`src/rtl/coinc_pkg.sv`:
```
// Shared encodings for the coincidence trigger.
// Assumes: mode is a 2-bit field decoded only by coinc_combine.
package coinc_pkg;
    typedef enum logic [1:0] {
        CM_ANY  = 2'd0,
        CM_ALL  = 2'd1,
        CM_PAIR = 2'd2,
        CM_OFF  = 2'd3
    } comb_mode_e;
endpackage

```
`src/rtl/coinc_chan_front.sv`:
```
// One channel front end: two-stage synchroniser, polarity-selected edge
// detect and a reloadable window counter.
// Assumes: din is asynchronous; win_len is quasi-static.
module coinc_chan_front #(
    parameter int WIN_W = 8
) (
    input  logic             clk,
    input  logic             rst_n,
    input  logic             din,
    input  logic             fall_sel,
    input  logic [WIN_W-1:0] win_len,
    output logic             act_o
);
    logic             sync1, sync2, prev;
    logic [WIN_W-1:0] cnt;
    logic             hit;

    // synchronise and keep the previous sample for edge detection
    always_ff @(posedge clk) begin
        if (!rst_n) begin
            sync1 <= 1'b0;
            sync2 <= 1'b0;
            prev  <= 1'b0;
        end else begin
            sync1 <= din;
            sync2 <= sync1;
            prev  <= sync2;
        end
    end

    // qualifying edge in the selected direction
    always_comb hit = fall_sel ? (prev & ~sync2) : (sync2 & ~prev);

    // window counter: reload on edge, otherwise count down to zero
    always_ff @(posedge clk) begin
        if (!rst_n)          cnt <= '0;
        else if (hit)        cnt <= win_len;
        else if (cnt != '0)  cnt <= cnt - 1'b1;
    end

    assign act_o = (cnt != '0);

    // an edge with a nonzero length opens the window next cycle
    a_r3_edge_opens: assert property (@(posedge clk) disable iff (!rst_n)
        (hit && win_len != '0) |=> act_o);
    // a closed window stays closed without an edge
    a_r3_no_spurious: assert property (@(posedge clk) disable iff (!rst_n)
        (!hit && !act_o) |=> !act_o);
endmodule

```
`src/rtl/coinc_combine.sv`:
```
// Combines the open-window flags according to the selected mode.
// Assumes: NCH is even; pairs are (0,1), (2,3), ...
module coinc_combine
    import coinc_pkg::*;
#(
    parameter int NCH = 4
) (
    input  logic [NCH-1:0] act_i,
    input  logic [NCH-1:0] en_i,
    input  logic [1:0]     mode_i,
    output logic           comb_o
);
    localparam int NPAIR = NCH / 2;

    logic [NPAIR-1:0] pair_hit;
    comb_mode_e       md;

    genvar k;
    generate
        for (k = 0; k < NPAIR; k++) begin : g_pair
            assign pair_hit[k] = act_i[2*k] & act_i[2*k+1];
        end
    endgenerate

    // select the combining function
    always_comb begin
        md = comb_mode_e'(mode_i);
        case (md)
            CM_ANY:  comb_o = |(act_i & en_i);
            CM_ALL:  comb_o = (&(act_i | ~en_i)) & (|en_i);
            CM_PAIR: comb_o = |pair_hit;
            default: comb_o = 1'b0;
        endcase
    end
endmodule

```
`src/rtl/coinc_qualify.sv`:
```
// Minimum-width qualification, one-cycle strobe and hold-off.
// Assumes: any_act is high whenever comb is high.
module coinc_qualify #(
    parameter int MINW_W = 4
) (
    input  logic              clk,
    input  logic              rst_n,
    input  logic              comb_i,
    input  logic              any_act_i,
    input  logic [MINW_W-1:0] min_width,
    output logic              trig_o
);
    localparam logic [MINW_W-1:0] RUN_MAX = '1;

    logic [MINW_W-1:0] run;
    logic              qual, fired;

    // count prior consecutive cycles of coincidence, saturating
    always_ff @(posedge clk) begin
        if (!rst_n || !comb_i) run <= '0;
        else if (run != RUN_MAX) run <= run + 1'b1;
    end

    always_comb qual = comb_i && (run >= min_width);

    // issue the strobe and hold off until every window has closed
    always_ff @(posedge clk) begin
        if (!rst_n) begin
            trig_o <= 1'b0;
            fired  <= 1'b0;
        end else begin
            trig_o <= qual && !fired;
            if (qual && !fired) fired <= 1'b1;
            else if (!any_act_i) fired <= 1'b0;
        end
    end

    // strobe lasts exactly one cycle
    a_r8_one_cycle: assert property (@(posedge clk) disable iff (!rst_n)
        trig_o |=> !trig_o);
    // no strobe while held off
    a_r8_holdoff: assert property (@(posedge clk) disable iff (!rst_n)
        (fired && any_act_i) |=> !trig_o);
    // a strobe follows a cycle with coincidence present
    a_r7_needs_comb: assert property (@(posedge clk) disable iff (!rst_n)
        $rose(trig_o) |-> $past(comb_i));
endmodule

```
`src/rtl/coinc_trigger.sv`:
```
// Top: four windowed channels, mode combiner and strobe qualifier.
// Assumes: inputs other than disc_in are static while windows are open.
module coinc_trigger #(
    parameter int NCH    = 4,
    parameter int WIN_W  = 8,
    parameter int MINW_W = 4
) (
    input  logic              clk,
    input  logic              rst_n,
    input  logic [NCH-1:0]    disc_in,
    input  logic [NCH-1:0]    edge_fall,
    input  logic [NCH-1:0]    chan_en,
    input  logic [1:0]        mode,
    input  logic [WIN_W-1:0]  win_len,
    input  logic [MINW_W-1:0] min_width,
    output logic              trig_out
);
    logic [NCH-1:0] act;
    logic           comb;

    genvar i;
    generate
        for (i = 0; i < NCH; i++) begin : g_ch
            coinc_chan_front #(.WIN_W(WIN_W)) u_front (
                .clk      (clk),
                .rst_n    (rst_n),
                .din      (disc_in[i]),
                .fall_sel (edge_fall[i]),
                .win_len  (win_len),
                .act_o    (act[i])
            );
        end
    endgenerate

    coinc_combine #(.NCH(NCH)) u_comb (
        .act_i  (act),
        .en_i   (chan_en),
        .mode_i (mode),
        .comb_o (comb)
    );

    coinc_qualify #(.MINW_W(MINW_W)) u_qual (
        .clk       (clk),
        .rst_n     (rst_n),
        .comb_i    (comb),
        .any_act_i (|act),
        .min_width (min_width),
        .trig_o    (trig_out)
    );

    // AND mode with an empty mask never coincides
    a_r5_empty_and: assert property (@(posedge clk) disable iff (!rst_n)
        (mode == 2'd1 && chan_en == '0) |-> !comb);
    // the off encoding never coincides
    a_r6_off_mode: assert property (@(posedge clk) disable iff (!rst_n)
        (mode == 2'd3) |-> !comb);
    // OR mode is true whenever an enabled window is open
    a_r4_or_mode: assert property (@(posedge clk) disable iff (!rst_n)
        (mode == 2'd0 && (act & chan_en) != '0) |-> comb);
endmodule

```
`config.mk`:
```
export PLATFORM = sky130hd
export DESIGN_NAME = coinc_trigger
export DESIGN_NICKNAME = d
export VERILOG_FILES = /design/src/rtl/coinc_pkg.sv /design/src/rtl/coinc_chan_front.sv /design/src/rtl/coinc_combine.sv /design/src/rtl/coinc_qualify.sv /design/src/rtl/coinc_trigger.sv
export SDC_FILE = /design/constraint.sdc
export NUM_CORES = 1
export LEC_CHECK = 0
export ABC_AREA = 1
export ABC_CLOCK_PERIOD_IN_PS = 1800
export BUFFER_PORTS_ARGS = -buffer_cell sky130_fd_sc_hd__clkbuf_2
export CORE_MARGIN = 3
export CORE_UTILIZATION = 50
export CTS_CLUSTER_DIAMETER = 200
export DETAILED_ROUTE_END_ITERATION = 12
export GPL_TIMING_DRIVEN = 0
export PLACE_DENSITY_LB_ADDON = 0.08
export SLEW_MARGIN = 15
export SYNTH_ARGS = -nofsm -noshare
export SYNTH_HDL_FRONTEND = slang
export SYNTH_SLANG_ARGS = --single-unit
```
`constraint.sdc`:
```
create_clock -name clk -period 1.8 [get_ports clk]
set_clock_uncertainty 0.2 [all_clocks]
set_input_delay 0.18 -clock clk [delete_from_list [all_inputs] [get_ports clk]]
set_output_delay 0.18 -clock clk [all_outputs]
set_load 0.01 [all_outputs]
```
==> results.md, run 1 <==
- Busiest grt layer: met2
- Cell count of the worst reg-to-reg path: 11
- Vias per cell: 4.86
- CTS HTree Levels: 2
- Min cycle time layout: 1670 ps
- Area after DPL: 2920 µm²
- CP peak stage delay: 350 ps
- Placed wire-length estimate: 4040 µm
- Kind of critical path: reg2reg
- Final WL: 5450 µm
- Clock-pin slew on the worst setup and hold paths: 100 ps
- Max-slew headroom: 0.640
- #FFs+latches synth: 50
- Wire per inst: 11.1 µm
- Net switching power: 0.00224 W
- Diode count: 0
- Power Density: 1640 nW/µm²
- Clock network power share: 0.132
- Tightest Pin Transition: 540 ps
- Die X: 79.3 µm
- Internal power: 0.00295 W
- Mean Syn Cell Area: 7.17 µm²
- Reg power frac: 0.341
- Die height: 79.3 µm
- Drt initial violations: 89
- Fillers: 486
- RD Place Congestion: 0.873
- Pwr Total: 0.00518 W
- Fin. max-slew vios: 0
- GRT Overall Usage: 0.187
- Total CTS buffers: 5
- Max Fclk: 598 MHz
- Most common cell after layout, fill and taps aside: nand2_1
- DRC viols: 0
- Worst-path cell chain: inv_2 -> ha_2 -> nand2_1 -> nor2_4 -> nor2_1 -> nor2_1 -> nand2_1 -> nand2_1 -> nand3_2 -> nand2_4 -> nor2_1
- Tcrit/Tclk final: 0.928
- YS warnings: 0
- Final antenna-violating net count: 0
- Hold endpoint: g_ch[1].u_front.cnt[1]$_SDFFE_PN0P_
- Share of the yosys chip area belonging to registers: 0.372
- I/O pin count: 29
- Grt met1 use: 0.230
- Cells after Synth: 375
- FF-to-FF Start: g_ch[0].u_front.cnt[0]$_SDFFE_PN0P_
- Most frequent cells in the layout: nand2_1, dfxtp_1, nor2_1
- P_leak: 1.51 nW
- Fin nets: 463
- RSZ-0062 raised after global routing: false
- Slowest-stage cell, CP: dfxtp_2
- Switch share: 0.432
- Met3 usage: 0.0408
- Synthesized area: 2690 µm²
- Netlist cell types: 29
- Share of cells above drive strength 1: 0.189
- HP Class: in2reg
- DRT Pass-1 Iters: 4
- Largest net degree at the start of global routing: 16
- Overflow after GRT: 0
- Peak supply drop: 0.844 mV
- Initial antenna violation count: 0
- Area Overhead vs Synth: 17.5%
- Startpoint Class: register
- Hold Vio Cnt, Final: 0
- Vias in the first global route: 2124
- Die footprint: 6290 µm²
- Hold path cells: 3
- Crit Reg-Reg Endpoint: u_qual.run[3]$_SDFFE_PP0P_
- Final setup fails: 0
- Core Rows: 26
- Crit. End Element: register
- Mapped Nets: 416
- Final instance area: 3160 µm²
- Combinational power share: 0.527
- Crit-path max FO: 7
- First-pass GRT wire length: 9170 µm
- CP required: 1800 ps
- Clock sinks: 50
- Clock Tree Buf Depth: 2
- Initial core utilization: 0.523
- Setup TNS: 0 ps
- Arr. time, crit path: 1670 ps
- Vias: 2394
- Port Buf Inserts: 28
- Clk_lat worst skew: 310 ps
- Max-cap violation count: 0
- Run status: finished clean
- Reg2reg setup slack: 130 ps
- Root Driver: clkbuf_8
- Core footprint: 5140 µm²
- Global Route met2 Usage: 0.311
- Hold path startpoint: win_len[1]
- CTS tree: done
[metrics by stage]
step | std cells | utilization | hold slack (ps) | setup WS (ps)
2_1_floorplan | 375 | - | 77.6 | 257
3_3_place_gp | 473 | 0.567 | 163 | 89.5
3_5_place_dp | 473 | 0.567 | 167 | 81.1
4_1_cts | 491 | 0.605 | 0.616 | 73.1
5_1_grt | 493 | 0.614 | 28.0 | 8.85
6_report | 493 | 0.614 | 12.3 | 129
[flip-flops by register name, indices dropped and copies added, names as in the netlist]
| register | count |
|---|---|
| g_ch.u_front.cnt | 32 |
| g_ch.u_front.prev | 4 |
| g_ch.u_front.sync1 | 4 |
| g_ch.u_front.sync2 | 4 |
| u_qual.fired | 1 |
| u_qual.run | 4 |
| u_qual.trig_o | 1 |
[timing repair]
action,4_1_cts,5_1_grt
hold buffers,10,0
hold endpoints to repair,24,0
buffers inserted,0,2
resized for setup,0,15
endpoints found under the setup margin,0,16
[power groups by stage]
stage / combinational, W / sequential, W / clock, W
3_3_place_gp: 0.00260 / 0.00177 / 0
5_1_grt: 0.00314 / 0.00181 / 0.000737
6_report: 0.00273 / 0.00177 / 0.000685
3_5_place_dp: 0.00262 / 0.00177 / 0
4_1_cts: 0.00265 / 0.00175 / 0.000705
2_1_floorplan: 0.00223 / 0.00171 / 0
[cell usage after synthesis, drive strengths merged]
master	instances	area [µm²]
inv	49	184
a211oi	2	15.0
and3	1	6.26
nor3	9	65.1
a22oi	3	22.5
ha	13	163
o21ai	6	30.0
buf	2	8.75
dfxtp	50	1000
a31oi	7	43.8
o21bai	1	11.3
a21oi	24	131
o211ai	2	15.0
mux2	1	11.3
nand2	105	404
nand4	5	31.3
nor2	58	263
xnor2	12	105
xor2	12	105
clkbuf	2	7.51
nand3	11	65.1
[worst max-delay path: cells and delay by family (launching register included)]
| kind | cells | cell delay (ps) |
|---|---|---|
| adders and majority gates | 1 | 150 |
| buffers and inverters | 1 | 60 |
| DFF | 1 | 350 |
| and+or+nand+nor | 9 | 810 |
[per-layer routing]
layer  part of all wire  wire [µm]  vias up
met1               0.47       2570     1067
met4              0.021        113        0
met2               0.47       2570       38
li1                   -          -     1280
met3              0.037        203        9
met5                  0          0        -
[logic make-up after synthesis]
kind of cell / Yosys count / synth area share
simple gates: 189 / 0.310
xor+xnor: 24 / 0.0782
fa+ha+maj: 13 / 0.0605
mux: 1 / 0.00419
compound gates: 45 / 0.100
flops: 50 / 0.372
buf+inv: 53 / 0.0745
[worst max path at each step]
stage	start	to	slack (ps)	cells past startpoint
after floorplan	g_ch[2].u_front.cnt[0]$_SDFFE_PN0P_	u_qual.run[3]$_SDFFE_PP0P_	260	11
after global placement	g_ch[2].u_front.cnt[0]$_SDFFE_PN0P_	u_qual.run[3]$_SDFFE_PP0P_	90	11
after detailed placement	g_ch[2].u_front.cnt[0]$_SDFFE_PN0P_	u_qual.run[3]$_SDFFE_PP0P_	80	11
after CTS	g_ch[2].u_front.cnt[0]$_SDFFE_PN0P_	u_qual.run[3]$_SDFFE_PP0P_	70	11
after global routing	g_ch[1].u_front.cnt[0]$_SDFFE_PN0P_	u_qual.run[2]$_SDFFE_PP0P_	9	11
final	g_ch[0].u_front.cnt[0]$_SDFFE_PN0P_	u_qual.run[3]$_SDFFE_PP0P_	130	11
[final cells by class]
cell class                 instances  area (µm²)  share of cell area
timing repair buffer              40         255              0.0808
inverter                          49         184              0.0582
sequential                        50        1000               0.318
tap                               70        87.6              0.0277
clock inverter                     2        12.5             0.00396
clock buffer                       6        82.6              0.0261
multi-input combinational        272        1520               0.480
buffer                             4        16.3             0.00515
No activity file was read; power rests on OpenSTA's default activity.
==> run 2: changes to the inputs <==
--- a/config.mk
+++ b/config.mk
@@ -5,7 +5,6 @@
 export SDC_FILE = /design/constraint.sdc
 export NUM_CORES = 1
 export LEC_CHECK = 0
-export ABC_AREA = 1
 export ABC_CLOCK_PERIOD_IN_PS = 1800
 export BUFFER_PORTS_ARGS = -buffer_cell sky130_fd_sc_hd__clkbuf_2
 export CORE_MARGIN = 3
@@ -13,6 +12,7 @@
 export CTS_CLUSTER_DIAMETER = 200
 export DETAILED_ROUTE_END_ITERATION = 12
 export GPL_TIMING_DRIVEN = 0
+export MAX_ROUTING_LAYER = met4
 export PLACE_DENSITY_LB_ADDON = 0.08
 export SLEW_MARGIN = 15
 export SYNTH_ARGS = -nofsm -noshare
==> run 2 against run 1 <==
The run now ends with setup timing left. Final area increased by 8.9%. Synthesized cell count is 17% lower. Worst hold slack about the same. Area after synthesis down 1.4%. Maximum frequency shrank 27%. Combinational power up 23%. First-iteration DRC count grew 1.1%. Via count up 1.1%. Register-to-register slack got worse by 630 ps. Count of clock-buffer cells in the layout stayed put. Die area fell by 1.3%. Core utilization grew 8.6 points. Critical path type unchanged. Critical endpoint is now u_qual.fired$_SDFFE_PN0P_.
==> results.md, run 2 <==
- Top cell type's share of synthesized area: 0.378
- Final instance area: 3440 µm²
- Initial antenna violation count: 0
- Arr. time, crit path: 2300 ps
- Peak supply drop: 0.952 mV
- YS warnings: 0
- Tightest Pin Transition: 519 ps
- P_leak: 1.67 nW
- CP most frequent cell: or4_4
- Area contributors post-synth: dfxtp_1, o211a_1, ha_1, nand2_1, mux2i_1
- Clock-pin slew on the worst setup and hold paths: 100 ps
- Global Route met2 Usage: 0.385
- Worst-path cell chain: or4_4 -> or4b_4 -> or4_4 -> nand3_2 -> o31ai_1
- Busiest grt layer: met2
- Core Rows: 25
- CP required: 1800 ps
- Top delay family on crit path: simple AND/OR/NAND/NOR gates
- Cells after Synth: 313
- Final WL: 6350 µm
- Max Fclk: 435 MHz
- DRC viols: 0
- Drt initial violations: 90
- Largest net degree at the start of global routing: 16
- Mapped Nets: 354
- Diode count: 0
- GRT Overall Usage: 0.220
- Fin. max-slew vios: 0
- Max FFs per register: 32
- Pwr Total: 0.00623 W
- Vias: 2420
- Final setup fails: 16
- Die X: 78.8 µm
- Mean Syn Cell Area: 8.47 µm²
- Max-slew headroom: 0.654
- Most frequent cells after synthesis: dfxtp_1, nand2_1, inv_1, nor2_1, and2_1
- Die height: 78.8 µm
- Port Buf Inserts: 27
- Power Density: 1810 nW/µm²
- CTS tree: done
- Area Overhead vs Synth: 29.7%
- CP peak stage delay: 570 ps
- Core footprint: 4910 µm²
- Vias per cell: 5.50
- Clock sinks: 50
- Synthesized area: 2650 µm²
- Vias in the first global route: 2355
- Total CTS buffers: 5
- Most frequent cells in the layout: dfxtp_1, nand2_1, clkbuf_2
- Post-synth EDFFs: 0
- Final design utilization: 0.700
- CTS HTree Levels: 2
- Placed wire-length estimate: 4110 µm
- First-pass GRT wire length: 10700 µm
- Min cycle time layout: 2300 ps
- HP Class: in2reg
- Critical path buffers and inverters: 0
- Initial core utilization: 0.540
- Root Driver: clkbuf_8
- Final antenna-violating net count: 0
- Kind of critical path: reg2reg
- Area after DPL: 2920 µm²
- Slowest-stage cell, CP: or4b_4
- Startpoint Class: register
- Met3 usage: 0.0351
- Crit. End Element: register
- Overflow after GRT: 0
- Crit-path max FO: 4
- Hold Vio Cnt, Final: 0
- RD Place Congestion: 0.823
- RSZ-0062 raised after global routing: true
- Most flop-heavy register: g_ch.u_front.cnt
- Netlist cell types: 34
- Run status: complete, but fails checks
- #FFs+latches synth: 50
- Wire per inst: 14.4 µm
- I/O pin count: 29
- Synth async-reset ratio: 0
- Failing checks: setup timing
- Setup TNS: -5290 ps
- Die footprint: 6210 µm²
- Reg area: 1020 µm²
- Share of cells above drive strength 1: 0.265
- Ys flop type: dfxtp_1
- Fillers: 402
- Most common cell after layout, fill and taps aside: dfxtp_1
- Clock Tree Buf Depth: 2
- Most common cell in the netlist: dfxtp_1
- Clk_lat worst skew: 300 ps
- Share of the yosys chip area belonging to registers: 0.378
- Post-synth top area cell: dfxtp_1
- Max-cap violation count: 0
- Fin nets: 413
- Final setup margin: -500 ps
- DRT Pass-1 Iters: 4
- Multi-input logic area: 1720 µm²
- Tcrit/Tclk final: 1.28
- Grt met1 use: 0.270
## run 2: metrics by stage
step	hold slack, ps	cells	setup slack, ps
floorplan	107	313	-570
global placement	185	407	-663
detailed placement	196	407	-663
CTS	11.4	438	-559
global route	12.5	440	-537
finish	12.4	440	-500
## run 2: power breakdown
part           total (W)  switching, W  internal (W)
clock network   0.000959      0.000366      0.000593
registers        0.00190      0.000435       0.00147
logic            0.00336       0.00159       0.00177
total            0.00623       0.00239       0.00383
## run 2: final cells by class
cell class                      count  area share
Multi-Input combinational cell    230       0.501
Inverter                           24      0.0262
Tap cell                           67      0.0244
Buffer                              9      0.0109
Clock buffer                        6      0.0240
Clock inverter                      2      0.0175
Timing Repair Buffer               52       0.100
Sequential cell                    50       0.295
## run 2: cell families (layout without fill, tap and decap cells)
kind of cell | Yosys count | in the layout | share of synthesized area
multiplexers | 12 | 12 | 0.0453
AO/OA/AOI/OAI | 60 | 60 | 0.162
XOR/XNOR | 16 | 16 | 0.0529
AND/OR/NAND/NOR | 129 | 129 | 0.254
flip-flops | 50 | 50 | 0.378
adder cells (fa/ha/maj) | 13 | 13 | 0.0614
buffers and inverters | 33 | 93 | 0.0467
## run 2: final timing paths
| path | from | end | slack [ps] | cells after the start |
|---|---|---|---|---|
| max | g_ch[2].u_front.cnt[5]$_SDFFE_PN0P_ | u_qual.fired$_SDFFE_PN0P_ | -500 | 5 |
| min | win_len[2] | g_ch[2].u_front.cnt[2]$_SDFFE_PN0P_ | 10 | 2 |
| max reg2reg | g_ch[2].u_front.cnt[5]$_SDFFE_PN0P_ | u_qual.fired$_SDFFE_PN0P_ | -500 | 5 |
| min reg2reg | g_ch[3].u_front.sync1$_SDFF_PN0_ | g_ch[3].u_front.sync2$_SDFF_PN0_ | 240 | 1 |
## run 2: worst reg2reg max path: stages (launching register included)
cell and delay, ps:
dfxtp_2 330, or4_4 540, or4b_4 570, or4_4 430
nand3_2 70, o31ai_1 70
## run 2: per-layer routing
layer  vias to the layer above  wire (µm)
met4                         0         68
met2                        53       3220
met3                         8        295
met1                      1148       2760
met5                         -          0
li1                       1211          -
## run 2: repair_timing
item,4_1_cts,5_1_grt
hold buffers,6,0
gates resized for setup,28,23
setup buffers,17,2
endpoints found under the hold margin,6,0
pin swaps,14,8
setup endpoints to repair,33,36
==> run 3: changes to the inputs <==
--- a/config.mk
+++ b/config.mk
@@ -8,12 +8,13 @@
 export ABC_CLOCK_PERIOD_IN_PS = 1800
 export BUFFER_PORTS_ARGS = -buffer_cell sky130_fd_sc_hd__clkbuf_2
 export CORE_MARGIN = 3
-export CORE_UTILIZATION = 50
+export CORE_UTILIZATION = 30
 export CTS_CLUSTER_DIAMETER = 200
 export DETAILED_ROUTE_END_ITERATION = 12
 export GPL_TIMING_DRIVEN = 0
 export MAX_ROUTING_LAYER = met4
 export PLACE_DENSITY_LB_ADDON = 0.08
+export SKIP_CTS_REPAIR_TIMING = 1
 export SLEW_MARGIN = 15
 export SYNTH_ARGS = -nofsm -noshare
 export SYNTH_HDL_FRONTEND = slang
==> run 3 against run 2 <==
Core utilization is 28 points lower. Worst setup slack got worse by 47 ps. Largest cell class unchanged. The run still ends with setup timing left. Via count down 3.2%. Global-route usage shrank 8.5 points.
==> results.md, run 3 (synthesized netlist as in run 2, its figures left out) <==
- Run status: complete, but fails checks
- Failing checks: setup timing
- Clock sinks: 50
- Fin. max-slew vios: 0
- Port Buf Inserts: 27
- Core Rows: 33
- RSZ-0062 raised after global routing: true
- CTS tree: done
- Crit. End Element: register
- GRT Overall Usage: 0.135
- Pwr Total: 0.00630 W
- Diode count: 0
- Max-cap violation count: 0
- Crit-path max FO: 4
- Clk_lat worst skew: 300 ps
- Overflow after GRT: 0
- Clock Tree Buf Depth: 2
- Critical path buffers and inverters: 0
- Peak supply drop: 0.567 mV
- Reg area: 1020 µm²
- DRC viols: 0
- Core footprint: 8380 µm²
- Pre-CTS setup slack: -669 ps
- Hold path startpoint: win_len[3]
- DRT Pass-1 Iters: 6
- I/O pin count: 29
- Power Density: 1810 nW/µm²
- Root Driver: clkbuf_8
- Tightest Pin Transition: 590 ps
- RD Place Congestion: 0.777
- Vias per cell: 4.92
- Crit Reg-Reg Endpoint: u_qual.fired$_SDFFE_PN0P_
- Reg2reg setup slack: -550 ps
- Most common cell after layout, fill and taps aside: dfxtp_1
- CTS HTree Levels: 2
- HP Class: in2reg
- Final instance area: 3490 µm²
- Setup TNS: -5420 ps
- Vias: 2343
- Cell count of the worst reg-to-reg path: 5
- Initial core utilization: 0.316
- First-pass GRT wire length: 10300 µm
- Die footprint: 10000 µm²
- Worst hold slack: 1.27 ps
- Largest net degree at the start of global routing: 15
- Fillers: 852
- Max-slew headroom: 0.607
- Fin nets: 412
- Area after DPL: 2960 µm²
- Tcrit/Tclk final: 1.30
- Worst-path cell chain: or4_4 -> or4b_4 -> or4_4 -> nand3_2 -> o31ai_1
- Initial antenna violation count: 0
- Kind of critical path: reg2reg
- Final setup fails: 16
- Max Fclk: 426 MHz
- CP required: 1800 ps
- Multi-input logic area: 1750 µm²
- Final antenna-violating net count: 0
- Wire per inst: 14.6 µm
- Hold endpoint: g_ch[3].u_front.cnt[3]$_SDFFE_PN0P_
- Area Overhead vs Synth: 31.5%
- CP peak stage delay: 550 ps
- Top delay family on crit path: simple AND/OR/NAND/NOR gates
- Final WL: 6950 µm
- Drt initial violations: 45
- Clock-pin slew on the worst setup and hold paths: 100 ps
- Die X: 100 µm
- Final setup margin: -547 ps
- Most flop-heavy register: g_ch.u_front.cnt
- Startpoint Class: register
- Hold Vio Cnt, Final: 0
- P_leak: 1.67 nW
- Total CTS buffers: 5
- Share of cells above drive strength 1: 0.286
- WP depth: 5
- Hold path cells: 2
- Most frequent cells in the layout: dfxtp_1, clkbuf_2, nand2_1
- CP most frequent cell: or4_4
- Slowest-stage cell, CP: or4_4
- Arr. time, crit path: 2350 ps
- Die height: 100 µm
- Vias in the first global route: 2080
- Min cycle time layout: 2350 ps
- FF-to-FF Start: g_ch[2].u_front.cnt[5]$_SDFFE_PN0P_
- Max FFs per register: 32
- Placed wire-length estimate: 4620 µm
[run 3: worst max path at each step]
stage | slack (ps) | to | from
2_1_floorplan | -570 | u_qual.fired$_SDFFE_PN0P_ | g_ch[2].u_front.cnt[2]$_SDFFE_PN0P_
3_3_place_gp | -670 | u_qual.fired$_SDFFE_PN0P_ | g_ch[2].u_front.cnt[2]$_SDFFE_PN0P_
3_5_place_dp | -670 | u_qual.fired$_SDFFE_PN0P_ | g_ch[2].u_front.cnt[2]$_SDFFE_PN0P_
4_1_cts | -690 | u_qual.fired$_SDFFE_PN0P_ | g_ch[2].u_front.cnt[2]$_SDFFE_PN0P_
5_1_grt | -580 | u_qual.fired$_SDFFE_PN0P_ | g_ch[2].u_front.cnt[5]$_SDFFE_PN0P_
6_report | -550 | u_qual.fired$_SDFFE_PN0P_ | g_ch[2].u_front.cnt[5]$_SDFFE_PN0P_
[run 3: area by class of cell]
| type | count | area share |
|---|---|---|
| clock inverters | 1 | 0.00861 |
| flip-flops and latches | 50 | 0.291 |
| inverters | 24 | 0.0266 |
| well taps | 105 | 0.0377 |
| repair buffers | 51 | 0.0990 |
| plain buffers | 9 | 0.0111 |
| clock buffers | 6 | 0.0237 |
| multi-input cells | 230 | 0.502 |
[run 3: metrics by stage]
step,instances,util
3_3_place_gp,445,0.354
4_1_cts,452,0.367
3_5_place_dp,445,0.354
5_1_grt,476,0.416
6_report,476,0.416
2_1_floorplan,313,-
[run 3: metal layers]
| metal | track usage | share of wire |
|---|---|---|
| met1 | 0.165 | 0.46 |
| met2 | 0.224 | 0.49 |
| met3 | 0.0271 | 0.028 |
| met4 | 0.0435 | 0.015 |
| met5 | - | 0 |
[run 3: where the power goes]
part / switching [W] / leakage (nW) / internal [W]
clock network: 0.000382 / 0.0573 / 0.000446
logic: 0.00165 / 1.19 / 0.00191
registers: 0.000443 / 0.416 / 0.00147
